==> config.mk <==
export PLATFORM = sky130hd
export DESIGN_NAME = sar_seq_ctrl
export DESIGN_NICKNAME = d
export VERILOG_FILES = /design/src/rtl/sar_seq_pkg.sv /design/src/rtl/sar_srd_cell.sv /design/src/rtl/sar_token_chain.sv /design/src/rtl/sar_result_row.sv /design/src/rtl/sar_seq_ctrl.sv
export SDC_FILE = /design/constraint.sdc
export NUM_CORES = 1
export LEC_CHECK = 0
export BUFFER_PORTS_ARGS = -buffer_cell sky130_fd_sc_hd__buf_2
export CAP_MARGIN = 20
export CORE_MARGIN = 1.5
export CORE_UTILIZATION = 25
export CTS_BUF_LIST = sky130_fd_sc_hd__clkbuf_16
export CTS_CLUSTER_DIAMETER = 40
export DETAILED_ROUTE_END_ITERATION = 10
export PLACE_DENSITY = 0.49
export SLEW_MARGIN = 30
export SYNTH_ARGS = -nofsm -noshare
export SYNTH_HDL_FRONTEND = slang
export SYNTH_SLANG_ARGS = --single-unit
==> constraint.sdc <==
create_clock -name clk -period 0.9 [get_ports clk]
set_input_delay 0.045 -clock clk [delete_from_list [all_inputs] [get_ports clk]]
set_output_delay 0.045 -clock clk [all_outputs]
set_load 0.05 [all_outputs]
==> src/rtl/sar_seq_pkg.sv <==
package sar_seq_pkg;

    // Default resolution of the successive-approximation search.
    localparam int SAR_DEF_BITS = 12;

    // Control bundle of one storage cell: clear beats set, set beats load.
    typedef struct packed {
        logic clr;
        logic set;
        logic load;
        logic d;
    } srd_ctrl_t;

    function automatic srd_ctrl_t srd_make(input logic clr, input logic set,
                                           input logic load, input logic d);
        srd_ctrl_t c;
        c.clr  = clr;
        c.set  = set;
        c.load = load;
        c.d    = d;
        return c;
    endfunction

endpackage

==> src/rtl/sar_srd_cell.sv <==
module sar_srd_cell
    import sar_seq_pkg::*;
(
    input  logic      clk,
    input  srd_ctrl_t ctl,
    output logic      q
);
    always_ff @(posedge clk) begin
        if (ctl.clr)
            q <= 1'b0;
        else if (ctl.set)
            q <= 1'b1;
        else if (ctl.load)
            q <= ctl.d;
    end
endmodule

==> src/rtl/sar_token_chain.sv <==
module sar_token_chain
    import sar_seq_pkg::*;
#(
    parameter int WIDTH = SAR_DEF_BITS
) (
    input  logic           clk,
    input  logic           rst,
    input  logic           sample,
    output logic [WIDTH:0] tok,
    output logic           done
);
    // tok[WIDTH] is the start stage; tok[i] for i < WIDTH belongs to bit i.
    sar_srd_cell u_start (
        .clk (clk),
        .ctl (srd_make(rst, sample, 1'b1, 1'b0)),
        .q   (tok[WIDTH])
    );

    for (genvar g = 0; g < WIDTH; g++) begin : g_stage
        sar_srd_cell u_stage (
            .clk (clk),
            .ctl (srd_make(rst | sample, 1'b0, 1'b1, tok[g+1])),
            .q   (tok[g])
        );
    end

    // Final stage is sticky: set by the LSB stage, cleared only by sample.
    sar_srd_cell u_done (
        .clk (clk),
        .ctl (srd_make(rst | sample, tok[0], 1'b0, 1'b0)),
        .q   (done)
    );

    AST_TOKEN_ONEHOT: assert property (@(posedge clk) disable iff (rst)
        $onehot0(tok));

    AST_DONE_STICKY: assert property (@(posedge clk) disable iff (rst)
        (done && !sample) |=> done);
endmodule

==> src/rtl/sar_result_row.sv <==
module sar_result_row
    import sar_seq_pkg::*;
#(
    parameter int WIDTH = SAR_DEF_BITS
) (
    input  logic             clk,
    input  logic             rst,
    input  logic             sample,
    input  logic             comp_hi,
    input  logic [WIDTH:0]   tok,
    output logic [WIDTH-1:0] code
);
    for (genvar g = 0; g < WIDTH; g++) begin : g_bit
        // Token arriving (tok[g+1]) sets the trial; token leaving (tok[g]) loads the decision.
        sar_srd_cell u_bit (
            .clk (clk),
            .ctl (srd_make(rst | sample, tok[g+1], tok[g], comp_hi)),
            .q   (code[g])
        );

        AST_TRIAL_BIT: assert property (@(posedge clk) disable iff (rst)
            tok[g] |-> code[g]);

        AST_DECISION_BIT: assert property (@(posedge clk) disable iff (rst)
            (tok[g] && !sample) |=> (code[g] == $past(comp_hi)));
    end

    AST_SAMPLE_CLEARS: assert property (@(posedge clk) disable iff (rst)
        sample |=> (code == '0));
endmodule

==> src/rtl/sar_seq_ctrl.sv <==
module sar_seq_ctrl
    import sar_seq_pkg::*;
#(
    parameter int WIDTH = SAR_DEF_BITS
) (
    input  logic             clk,
    input  logic             rst,
    input  logic             sample,
    input  logic             comp_hi,
    output logic [WIDTH-1:0] code,
    output logic             done
);
    localparam int STAGES = WIDTH + 1;

    logic [STAGES-1:0] tok;

    sar_token_chain #(.WIDTH(WIDTH)) u_chain (
        .clk    (clk),
        .rst    (rst),
        .sample (sample),
        .tok    (tok),
        .done   (done)
    );

    sar_result_row #(.WIDTH(WIDTH)) u_row (
        .clk     (clk),
        .rst     (rst),
        .sample  (sample),
        .comp_hi (comp_hi),
        .tok     (tok),
        .code    (code)
    );

    AST_DONE_FREEZES_CODE: assert property (@(posedge clk) disable iff (rst)
        (done && !sample) |=> $stable(code));

    AST_DONE_CLEAR: assert property (@(posedge clk) disable iff (rst)
        sample |=> !done);
endmodule

# After elaboration in Yosys (flattened, before gate mapping)
# Index checks and enable logic that the tools add are counted.
[classes] add_sub_neg=0 n_mul=0 n_div=0 n_lt_le_gt_ge=0 eq_ne=0 shift=0 muxes=25 bitwise_logic=1 reduce_logical=12
[ops] op="1-bit two-way mux" count=25
[ops] op="2-bit nonzero test" count=12
[ops] op="1-bit OR" count=1
[word_totals] ff_bits=26 latchBits=0 ram_bits=0 romBits=0 in_bits=4 output_inout_bits=13 wordCells=64 memories=0

# Logic depth before layout (Yosys ltp)
# Gate-level depths: netlist (run 1).
[depth] word_depth=2 depth_mapped=3 mapped_depth_nobuf=2

# Cells and area by module
# Synthesis (run 1) repeated with hierarchy kept, for this count alone.
[hier_totals] cells_unflattened=108 area_unflattened_um2=1028.5
[modules_own_cells] module="sar_srd_cell" instances=26 cells_each=4 area_per_inst_um2=38.8 seq_area_each_um2=20.0
[modules_own_cells] module="sar_token_chain" instances=1 cells_each=3 area_per_inst_um2=13.8 seq_area_each_um2=0.0
[modules_own_cells] module="sar_result_row" instances=1 cells_each=1 area_per_inst_um2=6.3 seq_area_each_um2=0.0

# Worst setup path after synthesis (run 1)
# Ideal clock, no wire load.
[synth_path] kind="reg-to-reg" from="reg u_chain.g_stage[1].u_stage.q" to="reg u_row.g_bit[1].u_bit.q" setup_time_ps=115 arrival_ps=795 t_required_ps=785 setup_slack_ps=-10 stages_incl_launch_ff=3 path_buffers=0 synth_period_minus_slack_ps=910 cell_sequence="dfxtp_1 -> mux2_2 -> o21a_1"
[synth_between] elab_chain_len=1
[synth_rtl] element="start: declaration" line="sar_srd_cell.sv:6" text="output logic q"
[synth_rtl] element="start signal: assignment" line="sar_srd_cell.sv:14" text="q <= ctl.d;"
[synth_rtl] element="2-bit nonzero test (no line)"
[synth_rtl] element="end signal: assignment" line="sar_srd_cell.sv:14"
[synth_rtl] element="end: declaration" line="sar_srd_cell.sv:6"
# No other way between the ends.
# A chain may end at the register's enable or synchronous reset.

# Final worst setup path (run 1)
[layout_path] from="reg u_chain.g_stage[2].u_stage.q" to="reg u_row.g_bit[2].u_bit.q"
[layout_between] elab_chain_len=1
[layout_rtl] element="start: declaration" line="sar_srd_cell.sv:6"
[layout_rtl] element="start signal: assignment" line="sar_srd_cell.sv:14"
[layout_rtl] element="2-bit nonzero test (no line)"
[layout_rtl] element="end signal: assignment" line="sar_srd_cell.sv:14"
[layout_rtl] element="end: declaration" line="sar_srd_cell.sv:6"
# No other way between the ends.

==> flow_metrics.tcl, run 1 <==
set metrics [dict create \
    status "finished, violations left" \
    violations "negative setup slack" \
    final_cell_area_um2 1310 \
    place_congestion 0.631 \
    die_h_um 64.8 \
    yosysWarnings 0 \
    syn_avg_cell_area_um2 11.9 \
    worstPathArrival_ns 1.06 \
    syn_inst 80 \
    cts_sinks 26 \
    worstPathRequired_ns 1.05 \
    timing.slew.headroom_pct 83.5 \
    setup_violations 2 \
    grt_max_degree 26 \
    cts_root_buf "clkbuf_16" \
    grt_pass1_wl_mm 2.50 \
    ant_nets 0 \
    cts_tree "built" \
    ys_seq_area_share_pct 54.5 \
    dr.pass1.iters 2 \
    wire_per_inst_um 10.1 \
    synth_area_um2 955 \
    post-route-period-util_pct 101 \
    grt_setup_unrepaired "true" \
    power.density_nw_per_um2 1900 \
    clk_latency_ns 0.25 \
    hold_viol 0 \
    vias 578 \
    synth_area_leaders "dfxtp_1 (55%), mux2_2 (14%), buf_4 (10%)" \
    synth_seq_cells 26 \
    clockBufferDepth 2 \
    grt_use_total_pct 7.89 \
    tightest_slew_ns 0.247 \
    start_kind "register" \
    antenna_found_initial 0 \
    vdd_drop_max_mv 1.20 \
    grt.overflow.total 0 \
    die-area_um2 4200 \
    finalSetupTns_ns -0.00922 \
    drive_above_1_share_pct 59.4 \
    grt_pass1_vias 577 \
    hold_class "in -> reg" \
    worstSetupPathType "reg -> reg" \
    ys_types 9 \
    fin_ws_ns -0.00894 \
    initial_core_util_pct 26.1 \
    syn_nets 84 \
    fin_skew_ns 0.00486 \
    syn_to_final_growth_pct 37.6 \
    cellLeakagePower_uw 0.000582 \
    synth_top_area_share_pct 54.5 \
    crit_fanout 2 \
    coreArea_um2 3660 \
    numCtsBuffers 3 \
    synth_area_leader_cell "dfxtp_1" \
    drt_iter0_markers 16 \
    viasPerCell 3.88 \
    dp_slack_ns -0.0317 \
    row_count 22 \
    hold_slack_ns 0.0350 \
    end_kind "register" \
    ios 17 \
    diodes 0 \
    slew_viol_final 0 \
    wl_mm 1.50 \
    max_freq_mhz 1100 \
    h-tree-depth 1 \
    layout.nets 106 \
    placed_cell_area_um2 1100 \
    drcViolationCount 0 \
    port_buffers 16 \
    max-cap-violations 0 \
    clk_pin_slew_ns 0.06 \
    finalCriticalPeriod_ns 0.909 \
    die_w_um 64.8 \
]
cell families (layout without fill, tap and decap cells):
kind of cell | Yosys count | in the layout | synth area share (%)
simple gates | 14 | 14 | 9.17
buf+inv | 15 | 36 | 11.9
mux | 12 | 12 | 14.2
flops | 26 | 26 | 54.5
compound gates | 13 | 13 | 10.2
per-stage QoR:
stage | instances | util, % | total power, µW
finish | 149 | 35.9 | 2490
global route | 149 | 35.9 | 2600
CTS | 149 | 35.3 | 2540
detailed placement | 141 | 30.0 | 1260
global placement | 141 | 30.0 | 1250
floorplan | 80 | - | 1230
registers in the layout, indices dropped and copies added, names as in the netlist:
name                       flops
u_chain.u_done.q               1
u_row.g_bit.u_bit.q           12
u_chain.g_stage.u_stage.q     12
u_chain.u_start.q              1
critical path: stages, from the launching register on:
cell     delay [ns]
dfxtp_2        0.35
mux2_4         0.30
o21a_1         0.16
layout by cell type (no fill, tap or decap), types with 3 or more instances in the layout:
cell / netlist / final
clkbuf_16: 0 / 3
and2_1: 12 / 12
dfxtp_2: 0 / 12
o21a_1: 13 / 13
buf_2: 1 / 3
clkbuf_4: 0 / 5
dfxtp_1: 26 / 14
buf_4: 13 / 22
mux2_4: 0 / 12
Yosys cell counts (all sizes together):
cell type and instances:
o21a 13, mux2 12, buf 15, nor2b 1, nor2 1, and2 12
dfxtp 26
worst paths after layout:
| path | startpoint | end | slack, ns | cells after the start |
|---|---|---|---|---|
| setup / recovery | u_chain.g_stage[2].u_stage.q | u_row.g_bit[2].u_bit.q | -0.009 | 2 |
| hold / removal | sample | u_chain.u_start.q | 0.03 | 2 |
| setup reg to reg | u_chain.g_stage[2].u_stage.q | u_row.g_bit[2].u_bit.q | -0.009 | 2 |
| hold reg to reg | u_chain.u_start.q | u_row.g_bit[11].u_bit.q | 0.46 | 1 |
power breakdown:
part	internal, µW	switching, µW
clock network	883	371
logic	34.9	42.3
registers	1160	3.53
total	2080	416
what timing repair did:
action	in CTS	in global routing
setup endpoints to repair	15	20
resized for setup	18	11
hold buffers	1	0
buffers inserted	3	0
hold endpoints to repair	1	0
pin swaps	0	0
cell type report:
| class | instances | area [µm²] |
|---|---|---|
| Fill cell | 388 | 2350 |
| Sequential cell | 26 | 536 |
| Multi-Input combinational cell | 39 | 365 |
| Timing Repair Buffer | 32 | 248 |
| Clock buffer | 3 | 75.1 |
| Tap cell | 48 | 60.1 |
| Clock inverter | 1 | 30.0 |
per-layer routing:
layer / up-vias / track usage, % / part of all wire (%)
met4: 0 / 3.19 / 1.1
met1: 271 / 8.64 / 45
met3: 2 / 3.13 / 4.5
met2: 12 / 13.5 / 49
met5: - / 0 / 0
li1: 293 / - / -
Power figures use the tool's default switching activity.
==> run 2: changes to the inputs <==
--- a/config.mk
+++ b/config.mk
@@ -7,12 +7,14 @@
 export LEC_CHECK = 0
 export BUFFER_PORTS_ARGS = -buffer_cell sky130_fd_sc_hd__buf_2
 export CAP_MARGIN = 20
+export CELL_PAD_IN_SITES_DETAIL_PLACEMENT = 1
+export CELL_PAD_IN_SITES_GLOBAL_PLACEMENT = 1
 export CORE_MARGIN = 1.5
 export CORE_UTILIZATION = 25
 export CTS_BUF_LIST = sky130_fd_sc_hd__clkbuf_16
 export CTS_CLUSTER_DIAMETER = 40
 export DETAILED_ROUTE_END_ITERATION = 10
-export PLACE_DENSITY = 0.49
+export PLACE_DENSITY = 0.58
 export SLEW_MARGIN = 30
 export SYNTH_ARGS = -nofsm -noshare
 export SYNTH_HDL_FRONTEND = slang
==> flow_metrics.tcl, run 2 (same netlist as run 1, synthesis figures left out) <==
set metrics [dict create \
    grt_setup_unrepaired "true" \
    drive_above_1_share_pct 59.4 \
    max_freq_mhz 1090 \
    status "finished, violations left" \
    post-route-period-util_pct 102 \
    slew_viol_final 0 \
    coreArea_um2 3660 \
    ff2ff_path_depth 2 \
    r2r_start "u_chain.g_stage[7].u_stage.q" \
    whs_path_depth 2 \
    cts_root_buf "clkbuf_16" \
    fin_skew_ns 0.00398 \
    tightest_slew_ns 0.237 \
    worstPathArrival_ns 1.07 \
    timing.slew.headroom_pct 84.2 \
    largestRegisters "u_chain.g_stage.u_stage.q (12), u_row.g_bit.u_bit.q (12)" \
    drt_iter0_markers 19 \
    syn_to_final_growth_pct 37.6 \
    wl_mm 1.55 \
    die-area_um2 4200 \
    wire_per_inst_um 10.4 \
    die_h_um 64.8 \
    h-tree-depth 1 \
    grt_use_total_pct 8.23 \
    diodes 0 \
    hold_viol 0 \
    port_buffers 16 \
    grt_pass1_wl_mm 2.69 \
    setup_violations 2 \
    viasPerCell 3.91 \
    ant_nets 0 \
    dp_slack_ns -0.0289 \
    layout_commonest_cell "buf_4" \
    place_congestion 0.634 \
    worstSetupPathType "reg -> reg" \
    min_to "u_chain.u_start.q" \
    power.density_nw_per_um2 1900 \
    path_cells "mux2_4 -> o21a_1" \
    layout.nets 106 \
    cp.depth 2 \
    crit_fanout 2 \
    max-cap-violations 0 \
    grt_pass1_vias 629 \
    dr.pass1.iters 3 \
    layoutNonFillerInstCount 149 \
    grt_max_degree 26 \
    vias 583 \
    cts_sinks 26 \
    end_kind "register" \
    start_kind "register" \
    row_count 22 \
    hold_class "in -> reg" \
    crit_buf_inv 0 \
    clockBufferDepth 2 \
    vdd_drop_max_mv 0.916 \
    cellLeakagePower_uw 0.000583 \
    rr_endpoint "u_row.g_bit[7].u_bit.q" \
    clk_latency_ns 0.25 \
    place_hpwl_mm 1.04 \
    cp_top_family "flip-flops" \
    dp.cells 141 \
    drcViolationCount 0 \
    slowest_delay_ns 0.34 \
    antenna_found_initial 0 \
    final_cell_mix "buf_4 (25), dfxtp_1 (14), o21a_1 (13)" \
    fin_ws_ns -0.0141 \
    finalCriticalPeriod_ns 0.914 \
    r2r_slack_ns -0.01 \
    die_w_um 64.8 \
    violations "negative setup slack" \
    clk_pin_slew_ns 0.06 \
    initial_core_util_pct 26.1 \
    ios 17 \
    slowest_stage "dfxtp_2" \
    hold_start "sample" \
    cts_tree "built" \
    grt.overflow.total 0 \
    numCtsBuffers 3 \
    worstPathRequired_ns 1.05 \
]
[run 2: changes by cell type in the layout (fill, tap and decap cells not counted), sizes merged]
cell	before	now
buf	26	29
clkbuf	8	5
[run 2: layer usage]
metal | global-route usage (%) | vias up | wire length, µm
li1 | - | 296 | -
met1 | 10.3 | 272 | 733
met2 | 13.5 | 15 | 735
met3 | 2.60 | 0 | 84
met4 | 2.39 | 0 | 0
met5 | 0 | - | 0
[run 2: power by group]
part,internal [µW],total [µW],switching (µW)
logic,34.4,76.5,42.2
clock network,883,1250,371
registers,1160,1160,3.66
[run 2: timing repair]
| item | CTS | global route |
|---|---|---|
| gates resized for setup | 24 | 2 |
| setup endpoints to repair | 19 | 14 |
| endpoints found under the hold margin | 1 | 0 |
| pin swaps | 2 | 2 |
| setup buffers | 3 | 0 |
| hold buffers | 1 | 0 |
[run 2: cell type report]
cell class | count | area (µm²)
flip-flops and latches | 26 | 536
well taps | 48 | 60.1
multi-input cells | 39 | 365
repair buffers | 32 | 248
clock buffers | 3 | 75.1
clock inverters | 1 | 30.0
fillers | 397 | 2350
[run 2: per-stage QoR]
step                TNS (ns)  cell area (µm²)  total power, µW  utilization (%)  hold slack [ns]
finish               -0.0195             1310             2490             35.9           0.0358
detailed placement    -0.152             1100             1260             30.0            0.239
global placement    -0.00147             1100             1250             30.0            0.227
CTS                  -0.0429             1310             2540             35.7           0.0379
global route          -0.252             1310             2590             35.9           0.0624
floorplan                  0              968             1230                -            0.117
[run 2: worst max path at each step]
stage / startpoint / end
floorplan: u_chain.g_stage[0].u_stage.q / u_row.g_bit[0].u_bit.q
global placement: u_chain.g_stage[5].u_stage.q / u_row.g_bit[5].u_bit.q
detailed placement: u_chain.g_stage[6].u_stage.q / u_row.g_bit[6].u_bit.q
CTS: u_chain.g_stage[8].u_stage.q / u_row.g_bit[8].u_bit.q
global route: u_chain.g_stage[7].u_stage.q / u_row.g_bit[7].u_bit.q
finish: u_chain.g_stage[7].u_stage.q / u_row.g_bit[7].u_bit.q
[run 2: worst register-to-register path, delay by kind of cell (launching register included)]
kind               cells  cell delay (ns)
DFF                    1             0.34
muxes                  1             0.30
AOI/OAI and AO/OA      1             0.17
